==> src/rtl/i2c_ctrl_slave.sv <==
module i2c_ctrl_slave #(
  parameter int INIT_CYCLES = 1024,
  parameter logic [4:0] ADDR_PREFIX = 5'b10011
) (
  input  logic       clk,
  input  logic       rst_n,
  input  logic       scl_in,
  input  logic       sda_in,
  input  logic [1:0] addr_pin,
  output logic       sda_pull,
  output logic       init_busy,
  output logic [7:0] ctl0,
  output logic [7:0] ctl1,
  output logic [7:0] ctl2,
  output logic [7:0] ctl3,
  output logic [7:0] ctl4
);
  localparam int NREG = 5;
  localparam int IW = $clog2(INIT_CYCLES + 1);
  localparam logic [8*NREG-1:0] DEFAULTS = {8'h00, 8'h00, 8'h90, 8'hFF, 8'hFF};

  typedef enum logic [1:0] {S_IDLE, S_ADDR, S_SUB, S_DATA} phase_t;

  logic [2:0] scl_q, sda_q;
  logic [IW-1:0] icnt;
  phase_t st;
  logic [3:0] cnt;
  logic [7:0] sh;
  logic [2:0] idx;
  logic [7:0] bank [NREG];
  logic byte_ok;

  wire scl_rise = scl_q[1] & ~scl_q[2];
  wire scl_fall = ~scl_q[1] & scl_q[2];
  wire scl_hold = scl_q[1] & scl_q[2];
  wire start_c  = scl_hold & ~sda_q[1] & sda_q[2];
  wire stop_c   = scl_hold & sda_q[1] & ~sda_q[2];
  wire commit   = scl_rise && cnt == 4'd8 && sda_pull && st == S_DATA;

  assign init_busy = icnt != IW'(INIT_CYCLES);
  assign {ctl4, ctl3, ctl2, ctl1, ctl0} = {bank[4], bank[3], bank[2], bank[1], bank[0]};

  always_ff @(posedge clk or negedge rst_n)
    if (!rst_n) begin
      scl_q <= 3'b111;
      sda_q <= 3'b111;
    end else begin
      scl_q <= {scl_q[1:0], scl_in};
      sda_q <= {sda_q[1:0], sda_in};
    end

  always_ff @(posedge clk or negedge rst_n)
    if (!rst_n) icnt <= '0;
    else if (init_busy) icnt <= icnt + 1'b1;

  always_comb
    case (st)
      S_ADDR:  byte_ok = sh == {ADDR_PREFIX, addr_pin, 1'b0} && !init_busy;
      S_SUB:   byte_ok = int'(sh[2:0]) < NREG;
      S_DATA:  byte_ok = 1'b1;
      default: byte_ok = 1'b0;
    endcase

  always_ff @(posedge clk or negedge rst_n)
    if (!rst_n) begin
      st <= S_IDLE;
      cnt <= '0;
      sh <= '0;
      idx <= '0;
      sda_pull <= 1'b0;
    end else if (start_c) begin
      st <= S_ADDR;
      cnt <= '0;
      sda_pull <= 1'b0;
    end else if (stop_c) begin
      st <= S_IDLE;
      cnt <= '0;
      sda_pull <= 1'b0;
    end else if (st != S_IDLE) begin
      if (scl_rise) begin
        if (cnt < 4'd8) begin
          sh <= {sh[6:0], sda_q[1]};
          cnt <= cnt + 1'b1;
        end else if (cnt == 4'd8) cnt <= 4'd9;
      end
      if (scl_fall) begin
        if (cnt == 4'd8) sda_pull <= byte_ok;
        else if (cnt == 4'd9) begin
          sda_pull <= 1'b0;
          cnt <= '0;
          if (!sda_pull) st <= S_IDLE;
          else
            case (st)
              S_ADDR: st <= S_SUB;
              S_SUB: begin
                st <= S_DATA;
                idx <= sh[2:0];
              end
              default: st <= S_IDLE;
            endcase
        end
      end
    end

  always_ff @(posedge clk or negedge rst_n)
    if (!rst_n) begin
      for (int i = 0; i < NREG; i++) bank[i] <= DEFAULTS[8*i +: 8];
    end else if (commit) begin
      bank[idx] <= sh;
    end

  assert_no_ack_in_init_R6: assert property (@(posedge clk) disable iff (!rst_n)
    init_busy |-> !sda_pull);

  assert_defaults_in_init_R5: assert property (@(posedge clk) disable iff (!rst_n)
    init_busy |-> {ctl4, ctl3, ctl2, ctl1, ctl0} == DEFAULTS);

  assert_write_only_on_ack_R4: assert property (@(posedge clk) disable iff (!rst_n)
    !$stable({ctl4, ctl3, ctl2, ctl1, ctl0}) |-> $past(commit));

  assert_pull_stable_scl_high_R9: assert property (@(posedge clk) disable iff (!rst_n)
    (scl_q[1] && $past(scl_q[1])) |-> $stable(sda_pull));

  assert_pull_in_ack_slot_R9: assert property (@(posedge clk) disable iff (!rst_n)
    $rose(sda_pull) |-> !scl_q[1]);
endmodule

==> config.mk <==
export PLATFORM = sky130hd
export DESIGN_NAME = i2c_ctrl_slave
export DESIGN_NICKNAME = d
export VERILOG_FILES = /design/src/rtl/i2c_ctrl_slave.sv
export SDC_FILE = /design/constraint.sdc
export NUM_CORES = 1
export LEC_CHECK = 0
export ABC_AREA = 1
export BUFFER_PORTS_ARGS = -buffer_cell sky130_fd_sc_hd__buf_2
export CORE_MARGIN = 1
export CORE_UTILIZATION = 46
export DETAILED_ROUTE_END_ITERATION = 8
export PLACE_DENSITY_LB_ADDON = 0.25
export SLEW_MARGIN = 20
export SYNTH_ARGS = -nofsm -noshare
export SYNTH_HDL_FRONTEND = slang
export SYNTH_SLANG_ARGS = --single-unit
==> constraint.sdc <==
create_clock -name clk -period 1.5 [get_ports clk]
set_input_delay 0.3 -clock clk [delete_from_list [all_inputs] [get_ports clk]]
set_output_delay 0.3 -clock clk [all_outputs]
set_load 0.02 [all_outputs]
==> impl_results.md, run 1 <==
* Outcome: complete, but fails checks
* Failing checks: setup timing
* Placed Cells at 522
* Yosys top cell by area: dfrtp_1
* # diodes at 0
* Antenna viol nets, final at 0
* Die Y at 87.0 um
* H-tree Lvls at 3
* Clk pwr share at 0.386
* Sequential share of power at 0.513
* Area occupied by multi-input gates at 1480 um2
* Synthesized flop and latch total at 75
* Post-synthesis sequential area ratio at 0.574
* Largest stage delay, worst path at 390 ps
* Post-Route WL at 7.62 mm
* Hold_ws at 53.6 ps
* Clk pin slew, worst setup/hold paths at 70 ps
* Layout cells sized above 1 at 0.424
* Max clock buf depth at 2
* Crit Path Max Fanout at 2
* Later-pin clock latency in the skew report at 350 ps
* Top post-synthesis cells by count: nand2_1 (102), dfrtp_1 (51), inv_1 (38), nand3_1 (25)
* IO Pins at 48
* CTS tree: done
* Vias per Instance at 4.89
* # rows at 30
* Pre-Repair DR Iteration Count at 4
* Placed cell area at 3830 um2
* DIE WIDTH at 87.0 um
* Hold Path Class: in -> reg
* DRC Markers at 0
* Largest net degree at the start of global routing at 76
* Worst slew pin tran at 745 ps
* Synth cell types at 26
* Top cells by area, synth: dfrtp_1 (38%), dfstp_2 (19%), nand2_1 (12%)
* Starting Density at 0.484
* RSZ-0062 raised after global routing: true
* RD Place Congestion at 0.834
* Final Hold Fails at 0
* CORE AREA at 6870 um2
* Vias at 2,686
* Max VDD drop at 568 uV
* Power Density at 944 nW/um2
* Syn Area/Cell at 9.18 um2
* Comb power frac at 0.101
* Switch share at 0.250
* Worst rel slew slack at 0.501
* Overall power at 4150 uW
* Area share of the largest cell type after synthesis at 0.384
* Clock Tree Root: clkbuf_8
* Mapped cell area at 3320 um2
* Crit path max-delay cell type: dfrtp_1
* GR Overflow Total at 0
* Final std cells w/o fill at 549
* Area growth syn-to-layout at 32.1%
* Total CTS buffers at 9
* Cells after Synth at 362
* Pint at 3110 uW
* Period minus WS final at 1760 ps
* First-pass GRT wire length at 11.4 mm
* Fin nets at 463
* Syn Nets at 377
* Dpl hpwl at 4.78 mm
* Vias in the first global route at 2,456
* Most used cell, CP: inv_1
* Setup CP Type: reg -> out
* Setup Viol. Count Final at 25
* Register area at 1910 um2
* Clock Sink Count at 75
* DRT iter0 DRCs at 185
* Slew Viols, Final at 0
* Initial antenna violation count at 0
* CP Capture Type: output port
* Design Area, Final at 4390 um2
* Total of fill cells in the finished design at 559
* Total GRT Usage at 0.202
* Tcrit/Tclk final at 1.17
* Psw at 1040 uW
* Crit-path cells: inv_1 > ha_1 > inv_1 > nor2_1 > nand3_1 > nor2_2 > inv_2 > buf_6
* MaxCap Viol Count at 0
* Critical path launch point type: flop
* Drt wl/cell at 13.9 um
* CP Data Required Time at 1200 ps
* Post-route worst setup slack at -261 ps
* Worst EP arrival at 1460 ps
* Most frequent cell after synthesis: nand2_1
* Post-synth EDFFs at 0
* Achievable Freq at 568 MHz
* Synth warnings at 0
* Lkg Pwr at 0.00214 uW
* Post-synthesis async set-or-reset flop share at 1.00
* Fin util at 0.639
* Final Skew at 14.1 ps
* Dominant synthesized flop cell: dfrtp_1
* Full die area at 7570 um2
* IO Port Bufs at 47
per-stage QoR:
stage                     TNS, ps  setup WS [ps]
after floorplan             -6.91          -4.26
after global placement          0           12.5
after detailed placement    -18.5          -11.0
after CTS                    -298           -298
after global routing        -3960           -339
final                       -2020           -261
flip-flops by register name, summed over array words and instances, names as in the netlist:
signal and flops:
ctl0 8, sh 8, icnt 11, sda_pull 1, cnt 4, ctl4 8
ctl3 8, ctl1 8, ctl2 8, scl_q 3, sda_q 3, idx 3
st 2
placed cells by master, fill, tap and decap left out, types with 5 or more instances in the layout:
| cell | instances |
|---|---|
| nand2_1 | 85 |
| dfrtp_1 | 51 |
| buf_2 | 46 |
| inv_1 | 29 |
| buf_4 | 25 |
| dfstp_2 | 24 |
| o21ai_1 | 21 |
| nand3_1 | 17 |
| o21ai_2 | 15 |
| o21ai_0 | 15 |
| nor2_1 | 14 |
| nand2_2 | 14 |
| inv_2 | 11 |
| clkbuf_8 | 11 |
| nand3_2 | 8 |
| nor2_2 | 7 |
| ha_1 | 6 |
| nand2_4 | 5 |
| xor2_1 | 5 |
critical path: cells and delay by family (launching register included):
| kind | cells | cell delay [ps] |
|---|---|---|
| buffers and inverters | 4 | 300 |
| and+or+nand+nor | 3 | 300 |
| adders and majority gates | 1 | 130 |
| DFF | 1 | 390 |
worst paths after layout:
| path | start | end | slack (ps) | cells after the start |
|---|---|---|---|---|
| worst min-delay path | scl_in | scl_q[0] | 50 | 1 |
| worst max register to register | st[0] | ctl2[1] | -110 | 8 |
| max in group asynchronous | rst_n | scl_q[2] | 620 | 3 |
| worst max-delay path | icnt[1] | init_busy | -260 | 8 |
| worst min register to register | scl_q[0] | scl_q[1] | 360 | 0 |
| min in group asynchronous | rst_n | icnt[0] | 510 | 3 |
cell families (layout without fill, tap and decap cells):
group	Yosys count	after routing	synth area share
AND/OR/NAND/NOR	166	168	0.218
flip-flops	75	75	0.574
AO/OA/AOI/OAI	57	57	0.0948
buffers and inverters	47	136	0.0591
adder cells (fa/ha/maj)	9	9	0.0339
XOR/XNOR	8	8	0.0211
metal layers:
metal | wire [um] | vias to the layer above | GRT usage | share of wire
met5 | 0 | - | 0 | 0
met4 | 68 | 0 | 0.0727 | 0.0089
met3 | 289 | 7 | 0.0398 | 0.038
met2 | 3770 | 49 | 0.332 | 0.49
met1 | 3500 | 1301 | 0.265 | 0.46
li1 | - | 1329 | - | -
layout make-up:
type,instances,share of cell area
well taps,96,0.0274
clock buffers,13,0.0362
flip-flops and latches,75,0.434
repair buffers,78,0.116
clock inverters,3,0.0105
multi-input cells,242,0.338
inverters,42,0.0382
power by group through the flow:
| stage | Sequential [uW] | Combinational (uW) | Clock, uW |
|---|---|---|---|
| 5_1_grt | 2140 | 487 | 1740 |
| 2_1_floorplan | 2160 | 178 | 0 |
| 6_report | 2130 | 418 | 1600 |
| 4_1_cts | 2130 | 363 | 1640 |
| 3_5_place_dp | 2160 | 360 | 0 |
| 3_3_place_gp | 2160 | 349 | 0 |
repair_timing:
action / CTS / global route
endpoints found under the hold margin: 40 / 0
setup buffers: 2 / 5
pin swaps: 1 / 18
cloned: 0 / 3
resized for setup: 6 / 73
hold buffers: 1 / 0
endpoints found under the setup margin: 7 / 59
Power figures use the tool's default switching activity.
==> run 2, diff against run 1 <==
GPL_TIMING_DRIVEN = 0   (was unset)
==> impl_results.md, run 2 (synthesized netlist as in run 1, its figures left out) <==
* Outcome: complete, but fails checks
* Failing checks: setup timing
* Drt wl/cell at 15.8 um (+14%)
* Worst r2r path cells at 8 (unchanged)
* Vias at 2,819 (+5.0%)
* Worst r2r dst: ctl3[6]
* Worst R2R Setup Slack at -230 ps (-120 ps)
* First-pass GRT wire length at 12.4 mm (+8.3%)
* Achievable Freq at 558 MHz (-1.7%)
* Vias in the first global route at 2,673 (+8.8%)
* Max clock buf depth at 2 (unchanged)
* Crit Path Max Fanout at 2 (unchanged)
* Later-pin clock latency in the skew report at 350 ps (about the same)
* Highest-count cells in the layout ignoring fill and taps: nand2_1 (75), dfrtp_1 (51), buf_2 (45)
* Post-Route Setup TNS at -8090 ps (-6060 ps)
* Post-Route WL at 8.77 mm (+15%)
* Max VDD drop at 512 uV (-9.9%)
* CP Data Required Time at 1200 ps (about the same)
* Antenna viol nets, final at 0 (unchanged)
* Pre-Repair DR Iteration Count at 4 (unchanged)
* RD Place Congestion at 0.814 (-2.4%)
* Area growth syn-to-layout at 41.9%
* Fin util at 0.687 (+0.0474)
* Setup Viol. Count Final at 53 (+110%)
* CP Capture Type: output port
* Fin nets at 468 (+1.1%)
* Hold_ws at 49.0 ps (-4.67 ps)
* Total CTS buffers at 9 (unchanged)
* # rows at 30 (unchanged)
* CORE AREA at 6870 um2 (unchanged)
* MaxCap Viol Count at 0 (unchanged)
* Worst EP arrival at 1490 ps (+30 ps)
* Layout cells sized above 1 at 0.513 (+0.0893)
* Power Density at 866 nW/um2 (-8.3%)
* Final Hold Fails at 0 (unchanged)
* CTS tree: done
* H-tree Lvls at 3 (unchanged)
* Setup CP Type: reg -> out
* Biggest register: icnt
* Dpl hpwl at 4.87 mm (+1.8%)
* Final Skew at 10.8 ps (-3.31 ps)
* Lkg Pwr at 0.00224 uW (+4.5%)
* Period minus WS final at 1790 ps (+30.3 ps)
* DRT iter0 DRCs at 199 (+7.6%)
* IO Port Bufs at 47 (unchanged)
* Slew Viols, Final at 0 (unchanged)
* Tcrit/Tclk final at 1.19 (+0.0202)
* GR Overflow Total at 0 (unchanged)
* Critical path launch point type: flop
* R2r startpoint: st[1]
* Largest net degree at the start of global routing at 48 (-37%)
* Max reg flops at 11 (unchanged)
* End point of the critical path: init_busy
* Clk pin slew, worst setup/hold paths at 80 ps (about the same)
* Worst rel slew slack at 0.617 (+0.116)
* Total GRT Usage at 0.216 (+0.0147)
* Initial antenna violation count at 0 (unchanged)
* RSZ-0062 raised after global routing: true
* Clock Sink Count at 75 (unchanged)
* Worst slew pin tran at 574 ps (-171 ps)
* Hold Path Class: in -> reg
* DRC Markers at 0 (unchanged)
* Full die area at 7570 um2 (unchanged)
* DIE WIDTH at 87.0 um (unchanged)
* Die Y at 87.0 um (unchanged)
* Vias per Instance at 5.09 (+4.0%)
* # diodes at 0 (unchanged)
* Clock Tree Root: clkbuf_8
* IO Pins at 48 (unchanged)
* Starting Density at 0.484 (unchanged)
* Post-route worst setup slack at -292 ps (-30.3 ps)
* Commonest non-fill, non-tap cell in the layout: nand2_1
* CP Launch Point: icnt[0]
run 2: layer usage:
layer,GRT usage,share of wire
met5,0,0
met4,0.0636,0.021
met3,0.0493,0.047
met2,0.366,0.52
met1,0.277,0.41
run 2: where the power goes:
part	internal [uW]	leakage, uW	switching [uW]
clock	627	0.0000914	809
sequential	2080	0.000943	57.8
combinational	194	0.00120	319
run 2: area by class of cell:
cell class              count  area, um2
clock buffers               9        124
inverters                  42        178
well taps                  96        120
multi-input cells         241       1690
flip-flops and latches     75       1910
fillers                   510       2150
clock inverters             7       56.3
repair buffers             80        589
plain buffers               4       51.3
run 2: worst min-delay path by stage:
stage / cells past startpoint / slack [ps] / to / start
5_1_grt: 1 / 30 / scl_q[0] / scl_in
2_1_floorplan: 0 / 4 / cnt[0] / rst_n
3_5_place_dp: 1 / 260 / icnt[7] / rst_n
6_report: 1 / 50 / scl_q[0] / scl_in
4_1_cts: 1 / 40 / scl_q[0] / scl_in
3_3_place_gp: 0 / 350 / sda_q[1] / sda_q[0]
run 2: repair_timing:
| item | CTS | global route |
|---|---|---|
| gates cloned | 4 | 1 |
| gates resized for setup | 57 | 99 |
| hold buffers | 1 | 0 |
| endpoints found under the hold margin | 18 | 0 |
| pin swaps | 14 | 19 |
| setup endpoints to repair | 54 | 60 |
| buffers inserted | 17 | 10 |
run 2: metrics by stage:
stage	cell area, um2	instances	setup WS (ps)	total power (uW)
CTS	4310	543	-267	3980
detailed placement	3720	506	-258	2470
global route	4720	554	-357	4260
floorplan	3340	362	-4.26	2340
finish	4720	554	-292	4080
global placement	3690	505	-320	2450
run 2: critical path, cell delays in order, from the launching register on:
cell,delay [ps]
dfrtp_1,390
inv_2,100
ha_4,140
inv_2,40
nor2_4,100
nand3_2,90
nor2_4,110
inv_2,50
buf_6,120
==> run 3, diff against run 2 <==
CORE_ASPECT_RATIO = 0.6   (was unset)
==> impl_results.md, run 3 (synthesized netlist as in run 1, its figures left out) <==
* Outcome: complete, but fails checks
* Failing checks: DRC, setup timing
* Biggest register: icnt
* RD Place Congestion at 0.854 (+4.9%)
* Worst Path Buf+Inv at 4 (unchanged)
* Drt wl/cell at 16.7 um (+5.3%)
* Worst R2R Setup Slack at -170 ps (+60 ps)
* MaxCap Viol Count at 0 (unchanged)
* Max VDD drop at 710 uV (+39%)
* Largest net degree at the start of global routing at 56 (+17%)
* # diodes at 0 (unchanged)
* Total GRT Usage at 0.224 (+0.00805)
* Placed Cells at 497 (-1.8%)
* Fin nets at 471 (+0.64%)
* Hold Path Class: in -> reg
* Worst rel slew slack at 0.679 (+0.0626)
* Vias per Instance at 5.31 (+4.4%)
* Pre-Repair DR Iteration Count at 7 (+3)
* Clock Tree Root: clkbuf_16
* Final Hold Fails at 0 (unchanged)
* Total CTS buffers at 9 (unchanged)
* Vias in the first global route at 2,442 (-8.6%)
* Critical path launch point type: flop
* Die Y at 67.9 um (-22%)
* Area growth syn-to-layout at 44.4%
* Clk pin slew, worst setup/hold paths at 50 ps (-30 ps)
* Slew Viols, Final at 0 (unchanged)
* Later-pin clock latency in the skew report at 340 ps (about the same)
* Initial antenna violation count at 0 (unchanged)
* Starting Density at 0.487 (+0.00346)
* RSZ-0062 raised after global routing: true
* Period minus WS final at 1780 ps (-10.9 ps)
* Final std cells w/o fill at 548 (-1.1%)
* GR Overflow Total at 0 (unchanged)
* Highest-count cells in the layout ignoring fill and taps: nand2_1 (69), dfrtp_1 (51), buf_2 (45)
* Design Area, Final at 4800 um2 (+1.8%)
* Largest stage delay, worst path at 390 ps (about the same)
* Commonest non-fill, non-tap cell in the layout: nand2_1
* Dpl hpwl at 5.08 mm (+4.4%)
* Full die area at 7580 um2 (+0.15%)
* IO Port Bufs at 47 (unchanged)
* CTS tree: done
* Final Skew at 6.37 ps (-4.39 ps)
* CP Data Required Time at 1200 ps (about the same)
* Crit-path cells: inv_2 > ha_4 > inv_2 > nor2_4 > nand3_2 > nor2_4 > inv_2 > buf_6
* Tcrit/Tclk final at 1.19 (-0.00724)
* Largest delay share family, worst path: flip-flops
* DRC Markers at 3 (+3)
* IO Pins at 48 (unchanged)
* Setup CP Type: reg -> out
* DIE WIDTH at 112 um (+28%)
* Worst slew pin tran at 481 ps (-93.3 ps)
* H-tree Lvls at 3 (unchanged)
* Vias at 2,912 (+3.3%)
* CP Capture Type: output port
* Post-route worst setup slack at -281 ps (+10.9 ps)
* Hold_ws at 63.0 ps (+14.1 ps)
* Most used cell, CP: inv_2
* Layout cells sized above 1 at 0.508 (-0.00551)
* Clock Sink Count at 75 (unchanged)
* Max reg flops at 11 (unchanged)
* Max clock buf depth at 2 (unchanged)
* First-pass GRT wire length at 12.4 mm (+0.28%)
* Achievable Freq at 562 MHz (+0.61%)
* # rows at 23 (-23%)
* CORE AREA at 6820 um2 (-0.71%)
* Setup Viol. Count Final at 56 (+5.7%)
* Power Density at 1080 nW/um2 (+24%)
* Placed cell area at 3710 um2 (-0.30%)
* DRT iter0 DRCs at 217 (+9.0%)
* Crit Path Max Fanout at 2 (unchanged)
* Dpl ws at -283 ps (-24.9 ps)
* Antenna viol nets, final at 0 (unchanged)
* Post-Route WL at 9.13 mm (+4.1%)
* Crit path max-delay cell type: dfrtp_1
* Lkg Pwr at 0.00231 uW (+3.3%)
* Worst EP arrival at 1480 ps (about the same)
run 3: layer usage:
metal	vias to the layer above	GRT usage	part of all wire
met5	-	0	0
met4	0	0.0709	0.026
met3	26	0.0726	0.062
met2	119	0.315	0.44
met1	1407	0.327	0.47
li1	1360	-	-
run 3: path summary, 6_finish.rpt:
| check | startpoint | endpoint | depth (start not counted) |
|---|---|---|---|
| max | icnt[1] | init_busy | 8 |
| min | sda_in | sda_q[0] | 1 |
| max reg2reg | st[1] | ctl4[6] | 9 |
| min reg2reg | scl_q[0] | scl_q[1] | 0 |
| max in group asynchronous | rst_n | sda_q[1] | 3 |
| min in group asynchronous | rst_n | ctl2[1] | 2 |
run 3: layout make-up:
type / count / area (um2)
Fill cell: 475 / 2020
Sequential cell: 75 / 1910
Multi-Input combinational cell: 240 / 1620
Timing Repair Buffer: 84 / 606
Clock buffer: 11 / 243
Inverter: 42 / 170
Tap cell: 87 / 109
Clock inverter: 5 / 100
Buffer: 4 / 48.8
run 3: timing repair:
item	in CTS	in global routing
hold endpoints to repair	16	0
pin swaps	7	21
gates cloned	3	1
hold buffers	1	0
setup buffers	17	14
gates resized for setup	45	104
endpoints found under the setup margin	53	61
run 3: worst reg2reg max path, delay by kind of cell, from the launching register on:
| family | cells | cell delay (ps) |
|---|---|---|
| compound gates | 1 | 40 |
| fa+ha+maj | 1 | 220 |
| buf+inv | 3 | 340 |
| flops | 1 | 430 |
| simple gates | 4 | 510 |
run 3: metrics by stage:
step	util	power [uW]	TNS (ps)
after detailed placement	0.544	2470	-7190
after CTS	0.640	5010	-1360
after floorplan	-	2340	-6.91
after global placement	0.540	2450	-22960
final	0.704	5160	-4460
after global routing	0.704	5320	-8240
run 3: power by group:
group / internal, uW / leakage [uW] / switching, uW
sequential: 2080 / 0.000943 / 64.3
clock: 1660 / 0.000169 / 798
combinational: 225 / 0.00120 / 329
